**src/rtl/wakeack_pkg.sv**
```systemverilog
package wakeack_pkg;

  typedef enum logic [1:0] {
    ST_CFG  = 2'd0,
    ST_HOLD = 2'd1,
    ST_RSTP = 2'd2,
    ST_RUN  = 2'd3
  } wk_state_e;

  // Raise a requested interval to the smallest legal length.
  function automatic logic [31:0] clamp_ivl(input logic [31:0] req,
                                            input logic [31:0] floor_v);
    return (req < floor_v) ? floor_v : req;
  endfunction

  // True while an acknowledge at this position still beats the deadline.
  function automatic logic before_deadline(input logic [31:0] pos,
                                           input logic [31:0] ivl,
                                           input logic [31:0] guard);
    return (pos + guard) < ivl;
  endfunction

endpackage

```
**src/rtl/wakeack_ack_edge.sv**
```systemverilog
module wakeack_ack_edge (
  input  logic clk,
  input  logic rst_n,
  input  logic done_async,
  input  logic rearm,
  output logic ack_edge
);
  logic sync1_q, sync2_q, prev_q, armed_q;
  logic rise;

  always_ff @(posedge clk or negedge rst_n) begin
    if (!rst_n) begin
      sync1_q <= 1'b0;
      sync2_q <= 1'b0;
      prev_q  <= 1'b0;
    end else begin
      sync1_q <= done_async;
      sync2_q <= sync1_q;
      prev_q  <= sync2_q;
    end
  end

  assign rise     = sync2_q && !prev_q;
  assign ack_edge = rise && armed_q;

  always_ff @(posedge clk or negedge rst_n) begin
    if (!rst_n)      armed_q <= 1'b1;
    else if (rearm)  armed_q <= 1'b1;
    else if (rise)   armed_q <= 1'b0;
  end

endmodule

```
**src/rtl/wakeack_fsm.sv**
```systemverilog
module wakeack_fsm
  import wakeack_pkg::*;
#(
  parameter int WAKE_TICKS     = 2,
  parameter int DEADLINE_TICKS = 2,
  parameter int RESET_TICKS    = 32,
  parameter int CNT_W          = 16
) (
  input  logic             clk,
  input  logic             rst_n,
  input  logic             tick,
  input  logic             cfg_valid,
  input  logic [CNT_W-1:0] cfg_ticks,
  input  logic             mrst,
  input  logic             ack_edge,
  output logic             wake,
  output logic             pull,
  output logic             rearm
);
  localparam int MIN_IVL = WAKE_TICKS + DEADLINE_TICKS + 1;
  localparam int RCNT_W  = $clog2(RESET_TICKS + 1);
  localparam int WCNT_W  = $clog2(WAKE_TICKS + 1);

  wk_state_e         state_q;
  logic              configured_q, first_q, acked_q, wake_q, pull_q;
  logic [CNT_W-1:0]  ivl_q, pos_q;
  logic [RCNT_W-1:0] rcnt_q;
  logic [WCNT_W-1:0] wcnt_q;

  // Named internal events used by the assertions below.
  logic running, boundary, ack_ok;
  assign running  = (state_q == ST_RUN);
  assign boundary = running && tick && !mrst && (pos_q == ivl_q - CNT_W'(1));
  assign ack_ok   = running && ack_edge &&
                    before_deadline(32'(pos_q), 32'(ivl_q), 32'(DEADLINE_TICKS));
  assign rearm    = !running || boundary;

  always_ff @(posedge clk or negedge rst_n) begin
    if (!rst_n) begin
      state_q      <= ST_CFG;
      configured_q <= 1'b0;
      ivl_q        <= CNT_W'(MIN_IVL);
      pos_q        <= '0;
      rcnt_q       <= '0;
      wcnt_q       <= '0;
      wake_q       <= 1'b0;
      pull_q       <= 1'b1;
      first_q      <= 1'b1;
      acked_q      <= 1'b0;
    end else if (mrst) begin
      state_q <= ST_HOLD;
      wake_q  <= 1'b0;
      pull_q  <= 1'b1;
      pos_q   <= '0;
      rcnt_q  <= '0;
      wcnt_q  <= '0;
      first_q <= 1'b1;
      acked_q <= 1'b0;
    end else begin
      unique case (state_q)
        ST_CFG: begin
          if (cfg_valid) begin
            ivl_q        <= CNT_W'(clamp_ivl(32'(cfg_ticks), 32'(MIN_IVL)));
            configured_q <= 1'b1;
            rcnt_q       <= '0;
            state_q      <= ST_RSTP;
          end
        end
        ST_HOLD: begin
          rcnt_q  <= '0;
          state_q <= configured_q ? ST_RSTP : ST_CFG;
        end
        ST_RSTP: begin
          if (tick) begin
            if (rcnt_q == RCNT_W'(RESET_TICKS - 1)) begin
              state_q <= ST_RUN;
              pull_q  <= 1'b0;
              pos_q   <= '0;
              first_q <= 1'b1;
              acked_q <= 1'b0;
            end else begin
              rcnt_q <= rcnt_q + RCNT_W'(1);
            end
          end
        end
        default: begin // ST_RUN
          if (ack_ok) acked_q <= 1'b1;
          if (ack_edge && wake_q) wake_q <= 1'b0;
          if (tick && wake_q) begin
            if (wcnt_q == WCNT_W'(WAKE_TICKS - 1)) wake_q <= 1'b0;
            else                                    wcnt_q <= wcnt_q + WCNT_W'(1);
          end
          if (boundary) begin
            pos_q   <= '0;
            acked_q <= 1'b0;
            first_q <= 1'b0;
            if (first_q || acked_q || ack_ok) begin
              wake_q <= 1'b1;
              wcnt_q <= '0;
            end else begin
              wake_q  <= 1'b0;
              pull_q  <= 1'b1;
              rcnt_q  <= '0;
              state_q <= ST_RSTP;
            end
          end else if (tick) begin
            pos_q <= pos_q + CNT_W'(1);
          end
        end
      endcase
    end
  end

  assign wake = wake_q;
  assign pull = pull_q;

  AST_IVL_FLOOR: assert property (@(posedge clk) disable iff (!rst_n)
    configured_q |-> (ivl_q >= CNT_W'(MIN_IVL)));
  AST_WAKE_EARLY: assert property (@(posedge clk) disable iff (!rst_n)
    wake_q |-> (pos_q < CNT_W'(WAKE_TICKS)));
  AST_ACK_CUTS_WAKE: assert property (@(posedge clk) disable iff (!rst_n)
    (running && ack_edge && wake_q && !boundary) |=> !wake_q);
  AST_MISS_RESETS: assert property (@(posedge clk) disable iff (!rst_n)
    (boundary && !first_q && !acked_q && !ack_ok) |=> (pull_q && !wake_q));
  AST_MRST_WINS: assert property (@(posedge clk) disable iff (!rst_n)
    mrst |=> (pull_q && !wake_q));
  AST_QUIET_IN_RESET: assert property (@(posedge clk) disable iff (!rst_n)
    pull_q |-> !wake_q);

endmodule

```
**src/rtl/wakeack_wdog.sv**
```systemverilog
module wakeack_wdog #(
  parameter int WAKE_TICKS     = 2,
  parameter int DEADLINE_TICKS = 2,
  parameter int RESET_TICKS    = 32,
  parameter int CNT_W          = 16
) (
  input  logic             clk,
  input  logic             rst_n,
  input  logic             tick,
  input  logic             cfg_valid,
  input  logic [CNT_W-1:0] cfg_ticks,
  input  logic             done_in,
  input  logic             mrst_in,
  output logic             wake,
  output logic             rstn_pull
);
  logic ack_edge, rearm;

  wakeack_ack_edge u_edge (
    .clk        (clk),
    .rst_n      (rst_n),
    .done_async (done_in),
    .rearm      (rearm),
    .ack_edge   (ack_edge)
  );

  wakeack_fsm #(
    .WAKE_TICKS     (WAKE_TICKS),
    .DEADLINE_TICKS (DEADLINE_TICKS),
    .RESET_TICKS    (RESET_TICKS),
    .CNT_W          (CNT_W)
  ) u_fsm (
    .clk       (clk),
    .rst_n     (rst_n),
    .tick      (tick),
    .cfg_valid (cfg_valid),
    .cfg_ticks (cfg_ticks),
    .mrst      (mrst_in),
    .ack_edge  (ack_edge),
    .wake      (wake),
    .pull      (rstn_pull),
    .rearm     (rearm)
  );

endmodule

```
**config.mk**
```make
export PLATFORM = sky130hd
export DESIGN_NAME = wakeack_wdog
export DESIGN_NICKNAME = d
export VERILOG_FILES = /design/src/rtl/wakeack_pkg.sv /design/src/rtl/wakeack_ack_edge.sv /design/src/rtl/wakeack_fsm.sv /design/src/rtl/wakeack_wdog.sv
export SDC_FILE = /design/constraint.sdc
export NUM_CORES = 1
export LEC_CHECK = 0
export BUFFER_PORTS_ARGS = -buffer_cell sky130_fd_sc_hd__clkbuf_2
export CAP_MARGIN = 10
export CORE_MARGIN = 1
export CORE_UTILIZATION = 55
export DETAILED_ROUTE_END_ITERATION = 7
export PLACE_DENSITY = 0.8
export REMOVE_ABC_BUFFERS = 1
export SYNTH_ARGS = -nofsm -noshare
export SYNTH_HDL_FRONTEND = slang
export SYNTH_HIERARCHICAL = 1
export SYNTH_SLANG_ARGS = --single-unit
```
**constraint.sdc**
```tcl
create_clock -name clk -period 3.3 [get_ports clk]
set_input_delay 0.33 -clock clk [delete_from_list [all_inputs] [get_ports clk]]
set_output_delay 0.33 -clock clk [all_outputs]
set_load 0.05 [all_outputs]
```
==> results.sh, run 1 <==
export IMPL_outcome="finished, violations left"
export IMPL_violations="setup timing"
export IMPL_drv_slew=0
export IMPL_clkLatencyLatePin_ps=310
export IMPL_max_stage_delay_ps=480
export IMPL_clkSlewWorstSetupHoldPaths_ps=100
export IMPL_cts_max_path_buffers=2
export IMPL_critPathCaptureType="register"
export IMPL_cp_max_fo=8
export IMPL_seq_area_frac_synth_pct=35.2
export IMPL_cp_endpoint="u_fsm/rcnt_q[3]"
export IMPL_holdCritPathClass="in2async"
export IMPL_multi_input_area_mm2=0.00226
export IMPL_wl_um=9330
export IMPL_drv_cap=0
export IMPL_reg2reg_to="u_fsm/rcnt_q[3]"
export IMPL_synth_most_common_cell="dfrtp_1"
export IMPL_synth_async_reset_ratio_pct=100
export IMPL_grt_pass1_vias=3429
export IMPL_layout_nets=535
export IMPL_synth_distinct_cells=55
export IMPL_peakVddDrop_uv=453
export IMPL_synth_area_leaders="dfrtp_1 32%, ha_1 8.6%, xnor2_1 4.6%"
export IMPL_synth_cells=437
export IMPL_power_density_mw_per_mm2=638
export IMPL_synth_edf_count=0
export IMPL_finalCritPeriodShare_pct=101
export IMPL_dr_pass1_iters=4
export IMPL_max_slew_worst_pin_slew_ps=683
export IMPL_critPathLaunchType="register"
export IMPL_via_count=3428
export IMPL_start_util_pct=57.0
export IMPL_ctsHoldBuffers=0
export IMPL_grt_max_degree=29
export IMPL_cts_root_buf="clkbuf_8"
export IMPL_fillers=515
export IMPL_finalWorstSetupSlack_ps=-27.2
export IMPL_crit_type="reg2reg"
export IMPL_antenna_found_initial=0
export IMPL_utilization_pct=67.2
export IMPL_drt_initial_drc_count=217
export IMPL_wire_per_inst_um=16.5
export IMPL_regToRegSetupSlack_ps=-30
export IMPL_avgSynthCellArea_um2=8.33
export IMPL_startpoint="u_fsm/pos_q[1]"
export IMPL_worst_ep_required_time_ps=3550
export IMPL_r2r_start="u_fsm/pos_q[1]"
export IMPL_relSlewSlack_pct=54.2
export IMPL_synth_common_cells="46 x dfrtp_1, 43 x nor2_1, 35 x inv_1"
export IMPL_synth_area_mm2=0.00364
export IMPL_cts_tree="yes"
export IMPL_cp_depth=16
export IMPL_ant_nets=0
export IMPL_htree_levels=2
export IMPL_power_mw=2.74
export IMPL_core_mm2=0.00639
export IMPL_viasPerCell=6.06
export IMPL_cts_sinks=51
export IMPL_dieHeight_um=83.4
export IMPL_netlist_area_leader_share_pct=31.6
export IMPL_cp_num_buf_inv=2
export IMPL_rr_worst_depth=16
export IMPL_grt_usage_pct=28.5
export IMPL_grt_pass1_wl_um=16100
export IMPL_overflow=0
export IMPL_diodes=0
export IMPL_place_hpwl_um=7030
export IMPL_cts_buffers=5
export IMPL_synth_top_area_cell="dfrtp_1"
export IMPL_layout_drive_gt1_share_pct=22.1
export IMPL_critPathArrivalTime_ps=3570
export IMPL_finalSetupViolCount=3
export IMPL_ios=24
export IMPL_leakage_nw=1.88
export IMPL_crit_slowest_cell="or4_4"
export IMPL_synth_seq_cells=51
export IMPL_rsz0062_at_grt="true"
export IMPL_place_congestion=0.966
export IMPL_crit_family="compound AO/OA/AOI/OAI gates"
export IMPL_drc=0
export IMPL_dieArea_mm2=0.00695
export IMPL_syn_to_final_growth_pct=17.8
export IMPL_finClkSkew_ps=6.03
export IMPL_synth_ff_type="dfrtp_1"
export IMPL_die_x_um=83.4
export IMPL_crit_top_cell="a21oi_2"
export IMPL_seqCellArea_mm2=0.00128
export IMPL_hold_violations=0
export IMPL_synth_warnings=6
export IMPL_numPortBuffers=23
export IMPL_min_period_ps=3330
export IMPL_timing_fmax_mhz=301
export IMPL_num_rows=29
export IMPL_crit_chain="ha_4 > nand3_4 > nor2_4 > buf_6 > nand4_1 > xnor2_1 > ha_2 > a211o_1 > o211ai_1 > a21oi_2 > nor3_2 > a2111oi_4 > a31oi_1 > buf_4 > or4_4 > a21oi_2"
worst register-to-register path: stages (launching register included):
cell and delay [ps]:
dfrtp_1 440, ha_4 180, nand3_4 90, nor2_4 110
buf_6 110, nand4_1 110, xnor2_1 170, ha_2 200
a211o_1 120, o211ai_1 100, a21oi_2 210, nor3_2 90
a2111oi_4 390, a31oi_1 130, buf_4 180, or4_4 490
a21oi_2 140
layout by cell type (no fill, tap or decap), types with 5 or more instances in the layout:
cell type and count:
nor2_1 40, a21oi_1 19, dfstp_2 5, xnor2_1 19, xor2_1 17, clkbuf_8 5, buf_4 41, nor3_1 16
nand2b_1 7, clkbuf_2 23, dfrtp_1 46, nor4_1 9, nand4_1 19, nand3_1 18, o21ai_0 29, ha_1 23
nand2_1 33, inv_1 35
what timing repair did:
item / in CTS / in global routing
buffers inserted: 7 / 0
setup endpoints to repair: 7 / 8
pin swaps: 14 / 12
gates resized for setup: 16 / 12
per-stage QoR:
stage | cell area [µm²] | setup TNS [ps] | hold WS [ps] | setup slack, ps | instances
floorplan | 3550 | -991 | 34.4 | -250 | 416
global placement | 4030 | -309 | 333 | -97.4 | 551
detailed placement | 4030 | -781 | 336 | -177 | 551
CTS | 4240 | -0.918 | 41.7 | -0.918 | 566
global route | 4290 | -776 | 89.4 | -153 | 566
finish | 4290 | -61.2 | 28.1 | -27.2 | 566
how the worst min path moves through the flow:
stage	start	depth (start not counted)	slack [ps]	to
2_1_floorplan	rst_n	0	30	u_edge/prev_q
3_3_place_gp	u_edge/sync1_q	0	330	u_edge/sync2_q
3_5_place_dp	u_edge/sync1_q	0	340	u_edge/sync2_q
4_1_cts	rst_n	1	40	u_fsm/rcnt_q[0]
5_1_grt	rst_n	1	90	u_fsm/ivl_q[12]
6_report	rst_n	1	30	u_fsm/rcnt_q[0]
cells by family after synthesis:
logic type                 Yosys count  share of synthesized area, %
AOI/OAI and AO/OA                   95                          16.8
xor gates and xnor gates            36                          8.66
adders and majority gates           25                          8.59
buffers and inverters               56                          6.05
DFF                                 51                          35.2
muxes                                2                         0.550
and+or+nand+nor                    172                          24.2
state kept, by name, indices dropped and copies added (netlist names), 2 cells and up:
signal / count
u_fsm/ivl_q: 16
u_fsm/state_q: 2
u_fsm/pos_q: 16
u_fsm/rcnt_q: 6
u_fsm/wcnt_q: 2
area by class of cell:
| class | count | share of cell area [%] |
|---|---|---|
| Multi-Input combinational cell | 330 | 52.6 |
| Sequential cell | 51 | 29.9 |
| Timing Repair Buffer | 65 | 10.1 |
| Inverter | 35 | 3.06 |
| Tap cell | 77 | 2.24 |
| Clock buffer | 6 | 1.69 |
| Clock inverter | 2 | 0.379 |
layer usage:
layer | track usage [%] | wire (µm) | share of wire (%)
met3 | 3.18 | 427 | 4.6
met2 | 49.7 | 4580 | 49
met5 | 0 | 0 | 0
met4 | 9.87 | 175 | 1.9
met1 | 36.8 | 4150 | 44
report_power, final:
group	internal (mW)	switching, mW	total, mW
combinational	0.578	0.798	1.38
clock	0.153	0.230	0.383
sequential	0.790	0.190	0.981
total	1.52	1.22	2.74
(Power assumes the default switching activity.)
==> run 2: changes to the inputs <==
--- a/config.mk
+++ b/config.mk
@@ -5,12 +5,12 @@
 export SDC_FILE = /design/constraint.sdc
 export NUM_CORES = 1
 export LEC_CHECK = 0
-export BUFFER_PORTS_ARGS = -buffer_cell sky130_fd_sc_hd__clkbuf_2
 export CAP_MARGIN = 10
 export CORE_MARGIN = 1
-export CORE_UTILIZATION = 55
+export CORE_UTILIZATION = 54
 export DETAILED_ROUTE_END_ITERATION = 7
-export PLACE_DENSITY = 0.8
+export DONT_BUFFER_PORTS = 1
+export PLACE_DENSITY = 0.76
 export REMOVE_ABC_BUFFERS = 1
 export SYNTH_ARGS = -nofsm -noshare
 export SYNTH_HDL_FRONTEND = slang
==> results.sh, run 2 (synthesis gave the netlist of run 1 again) <==
export IMPL_core_mm2=0.00642
export IMPL_grt_pass1_vias=3231
export IMPL_relSlewSlack_pct=46.8
export IMPL_outcome="finished, violations left"
export IMPL_placed_cell_area_mm2=0.00398
export IMPL_htree_levels=2
export IMPL_min_period_ps=3290
export IMPL_grt_max_degree=52
export IMPL_wl_um=9100
export IMPL_ios=24
export IMPL_timing_fmax_mhz=304
export IMPL_finalCritPeriodShare_pct=99.8
export IMPL_drt_initial_drc_count=169
export IMPL_r2r_start="u_fsm/pos_q[2]"
export IMPL_clkSlewWorstSetupHoldPaths_ps=90
export IMPL_cts_max_path_buffers=2
export IMPL_p_sw_share_pct=42.6
export IMPL_critPathCaptureType="register"
export IMPL_regToRegSetupSlack_ps=6
export IMPL_setup_tns_final_ps=0
export IMPL_holdCritPathClass="in2reg"
export IMPL_die_x_um=84.1
export IMPL_layout_nets=521
export IMPL_place_congestion=1.01
export IMPL_drc=6
export IMPL_hold_path_end="u_edge/sync1_q"
export IMPL_rsz0062_at_grt="true"
export IMPL_cp_max_fo=6
export IMPL_leakage_nw=1.86
export IMPL_power_frac_comb_pct=50.7
export IMPL_finalSetupViolCount=0
export IMPL_power_switching_mw=1.24
export IMPL_cts_root_buf="clkbuf_8"
export IMPL_crit_type="reg2reg"
export IMPL_place_hpwl_um=6970
export IMPL_worst_ep_required_time_ps=3540
export IMPL_power_density_mw_per_mm2=669
export IMPL_antenna_found_initial=0
export IMPL_final_common_cell="buf_4"
export IMPL_wire_per_inst_um=16.5
export IMPL_viasPerCell=6.08
export IMPL_cts_sinks=51
export IMPL_power_mw=2.91
export IMPL_violations="DRC"
export IMPL_largestRegisters="u_fsm/ivl_q: 16 flops, u_fsm/pos_q: 16 flops, u_fsm/rcnt_q: 6 flops"
export IMPL_critPathLaunchType="register"
export IMPL_hold_depth=0
export IMPL_cts_buffers=5
export IMPL_fin_cells=552
export IMPL_power_frac_clock_pct=15.5
export IMPL_ant_nets=0
export IMPL_dieHeight_um=84.1
export IMPL_cts_tree="yes"
export IMPL_worstHoldStart="done_in"
export IMPL_num_rows=29
export IMPL_drv_cap=0
export IMPL_via_count=3355
export IMPL_layout_drive_gt1_share_pct=21.5
export IMPL_finClkSkew_ps=7.48
export IMPL_clkLatencyLatePin_ps=310
export IMPL_peakVddDrop_uv=549
export IMPL_diodes=0
export IMPL_grt_usage_pct=27.1
export IMPL_grt_pass1_wl_um=15200
export IMPL_start_util_pct=56.7
export IMPL_fin_area_mm2=0.00435
export IMPL_final_cell_mix="47 x buf_4, 46 x dfrtp_1, 40 x nor2_1"
export IMPL_numPortBuffers=0
export IMPL_syn_to_final_growth_pct=19.5
export IMPL_max_slew_worst_pin_slew_ps=787
export IMPL_dieArea_mm2=0.00708
export IMPL_pwr_share_seq_pct=33.8
export IMPL_utilization_pct=67.8
export IMPL_critPathArrivalTime_ps=3530
export IMPL_rr_worst_depth=15
export IMPL_dp_cells=537
export IMPL_overflow=0
export IMPL_reg2reg_to="u_fsm/rcnt_q[3]"
export IMPL_dr_pass1_iters=6
export IMPL_drv_slew=0
export IMPL_p_int_mw=1.67
export IMPL_hold_violations=0
run 2: cell count changes in the layout (fill, tap and decap cells not counted), sizes merged:
cell	change
clkbuf	-23
buf	+8
bufinv	+1
clkinv	+1
clkinvlp	-1
dlygate4sd3	+1
inv	-1
run 2: per-layer routing:
layer	vias up	part of all wire [%]	GRT usage, %
met5	-	0	0
met4	0	2.5	9.09
met3	20	5.0	3.96
met2	103	49	46.8
met1	1605	43	34.8
li1	1627	-	-
run 2: worst max path at each step:
stage	slack, ps	from	depth (start not counted)	to
after floorplan	-250	u_fsm/pos_q[2]	15	u_fsm/rcnt_q[4]
after global placement	-70	u_fsm/pos_q[1]	13	u_fsm/rcnt_q[4]
after detailed placement	-140	u_fsm/pos_q[1]	14	u_fsm/rcnt_q[4]
after CTS	20	u_fsm/pos_q[2]	15	u_fsm/rcnt_q[4]
after global routing	-140	u_fsm/pos_q[1]	15	u_fsm/rcnt_q[3]
final	6	u_fsm/pos_q[2]	15	u_fsm/rcnt_q[3]
run 2: critical path: stages (launching register included):
cell       delay (ps)
dfrtp_1           370
ha_2              210
nand3_2           110
nor2_4            150
buf_6             120
nand4_1            80
xnor2_1           200
ha_2              190
a211o_1           110
o211ai_1          100
a21oi_2           200
nor3_2             80
a2111oi_4         440
a31oi_4           170
or4_1             550
a21oi_1           130
run 2: final cells by class:
type | count | area [µm²]
clock buffer | 6 | 82.6
clock inverter | 2 | 35.0
fill | 506 | 2070
inverter | 35 | 131
multi-input combinational | 330 | 2310
sequential | 51 | 1280
tap | 77 | 96.3
timing repair buffer | 51 | 413
run 2: timing repair:
item,in CTS,in global routing
hold endpoints to repair,51,0
pin swaps,3,16
hold buffers,2,0
endpoints found under the setup margin,6,18
gates cloned,0,0
setup buffers,2,3
gates resized for setup,10,33
run 2: through the flow:
stage	hold slack, ps	setup slack [ps]
3_3_place_gp	35.9	-73.4
4_1_cts	31.0	15.6
3_5_place_dp	35.8	-137
6_report	45.3	6.17
5_1_grt	24.7	-143
2_1_floorplan	34.4	-250
run 2: power by group through the flow:
stage | Clock (mW) | Sequential (mW) | Combinational, mW
after floorplan | 0 | 0.977 | 0.831
after global placement | 0 | 0.978 | 1.21
after detailed placement | 0 | 0.987 | 1.26
after CTS | 0.469 | 0.977 | 1.36
after global routing | 0.487 | 1.01 | 1.62
final | 0.451 | 0.982 | 1.48
==> run 3: changes to the inputs <==
--- a/config.mk
+++ b/config.mk
@@ -7,10 +7,10 @@
 export LEC_CHECK = 0
 export CAP_MARGIN = 10
 export CORE_MARGIN = 1
-export CORE_UTILIZATION = 54
+export CORE_UTILIZATION = 35
 export DETAILED_ROUTE_END_ITERATION = 7
 export DONT_BUFFER_PORTS = 1
-export PLACE_DENSITY = 0.76
+export PLACE_DENSITY = 0.55
 export REMOVE_ABC_BUFFERS = 1
 export SYNTH_ARGS = -nofsm -noshare
 export SYNTH_HDL_FRONTEND = slang
==> results.sh, run 3 (synthesis gave the netlist of run 1 again) <==
export IMPL_cp_max_fo=5
export IMPL_final_cell_mix="52 x buf_4, 46 x dfrtp_1, 37 x nor2_1"
export IMPL_fin_cells=613
export IMPL_clkLatencyLatePin_ps=320
export IMPL_clkSlewWorstSetupHoldPaths_ps=100
export IMPL_min_period_ps=3360
export IMPL_critPathArrivalTime_ps=3610
export IMPL_finalCritPeriodShare_pct=102
export IMPL_max_stage_delay_ps=490
export IMPL_dp_cells=593
export IMPL_ios=24
export IMPL_holdCritPathClass="in2reg"
export IMPL_overflow=0
export IMPL_worst_ep_required_time_ps=3550
export IMPL_place_congestion=0.890
export IMPL_regToRegSetupSlack_ps=-60
export IMPL_crit_chain="buf_6 > ha_4 > nand3_4 > nor2_4 > nand2_2 > xnor2_1 > ha_1 > nand4_1 > a221oi_2 > o31ai_4 > a2111oi_4 > a31oi_2 > buf_4 > or4_1 > a21oi_1"
export IMPL_largestRegisters="u_fsm/ivl_q: 16 flops, u_fsm/pos_q: 16 flops, u_fsm/rcnt_q: 6 flops"
export IMPL_cts_tree="yes"
export IMPL_hold_violations=0
export IMPL_pre_cts_slack_ps=-77.5
export IMPL_crit_family="compound AO/OA/AOI/OAI gates"
export IMPL_critPathLaunchType="register"
export IMPL_syn_to_final_growth_pct=21.7
export IMPL_power_density_mw_per_mm2=637
export IMPL_dieArea_mm2=0.0108
export IMPL_cts_root_buf="clkbuf_8"
export IMPL_grt_max_degree=52
export IMPL_critPathCaptureType="register"
export IMPL_drv_cap=0
export IMPL_final_common_cell="buf_4"
export IMPL_start_util_pct=36.8
export IMPL_dr_pass1_iters=4
export IMPL_htree_levels=2
export IMPL_grt_pass1_vias=3246
export IMPL_peakVddDrop_uv=423
export IMPL_num_rows=36
export IMPL_utilization_pct=44.7
export IMPL_crit_type="reg2reg"
export IMPL_dieHeight_um=104
export IMPL_outcome="finished, violations left"
export IMPL_drt_initial_drc_count=179
export IMPL_viasPerCell=5.43
export IMPL_leakage_nw=1.87
export IMPL_numPortBuffers=0
export IMPL_cts_max_path_buffers=2
export IMPL_layout_drive_gt1_share_pct=21.0
export IMPL_finClkSkew_ps=9.53
export IMPL_crit_slowest_cell="or4_1"
export IMPL_grt_usage_pct=18.5
export IMPL_rsz0062_at_grt="true"
export IMPL_grt_pass1_wl_um=15800
export IMPL_drv_slew=0
export IMPL_wl_um=9760
export IMPL_cp_num_buf_inv=2
export IMPL_cts_sinks=51
export IMPL_antenna_found_initial=0
export IMPL_die_x_um=104
export IMPL_core_mm2=0.00991
export IMPL_cts_buffers=5
export IMPL_layout_nets=526
export IMPL_diodes=0
export IMPL_hold_slack_ps=29.0
export IMPL_wire_per_inst_um=15.9
export IMPL_relSlewSlack_pct=55.9
export IMPL_place_hpwl_um=7370
export IMPL_finalSetupViolCount=3
export IMPL_max_slew_worst_pin_slew_ps=652
export IMPL_via_count=3327
export IMPL_timing_fmax_mhz=298
export IMPL_violations="setup timing"
export IMPL_drc=0
export IMPL_ant_nets=0
export IMPL_finalWorstSetupSlack_ps=-60.2
[run 3: layout make-up]
cell class	count	area, µm²
Timing Repair Buffer	56	450
Fill cell	984	5480
Clock inverter	2	16.3
Multi-Input combinational cell	330	2300
Sequential cell	51	1280
Clock buffer	6	82.6
Tap cell	133	166
Inverter	35	131
[run 3: layer usage]
metal  vias to the layer above  wire length, µm  global-route usage [%]
met5                         -                0                       0
met4                         0              123                    5.10
met3                        13              445                    3.45
met2                        95             4560                    30.0
met1                      1583             4640                    25.1
li1                       1636                -                       -
[run 3: worst paths after layout]
path / cells past startpoint / from / endpoint
worst min-delay path: 0 / done_in / u_edge/sync1_q
min in group asynchronous: 2 / rst_n / u_fsm/rcnt_q[0]
max in group asynchronous: 2 / rst_n / u_fsm/ivl_q[2]
worst max-delay path: 15 / u_fsm/pos_q[1] / u_fsm/rcnt_q[4]
worst min register to register: 0 / u_edge/sync1_q / u_edge/sync2_q
worst max register to register: 15 / u_fsm/pos_q[1] / u_fsm/rcnt_q[4]
[run 3: power by group]
group	internal, mW	total (mW)	switching (mW)	leakage, nW
Combinational	0.633	1.45	0.815	1.17
Clock	0.172	0.398	0.226	0.0474
Sequential	0.791	0.980	0.189	0.652
Total	1.60	2.83	1.23	1.87
[run 3: stage by stage]
stage	cell area [µm²]	setup TNS, ps	power, mW
floorplan	3550	-991	1.81
global placement	4050	-60.8	2.23
detailed placement	4050	-165	2.25
CTS	4230	0	2.71
global route	4430	-1040	3.06
finish	4430	-89.7	2.83
[run 3: timing repair]
item,in CTS,in global routing
hold endpoints to repair,51,0
setup buffers,2,7
hold buffers,2,0
setup endpoints to repair,5,13
pin swaps,1,6
cloned,0,1
resized for setup,8,28
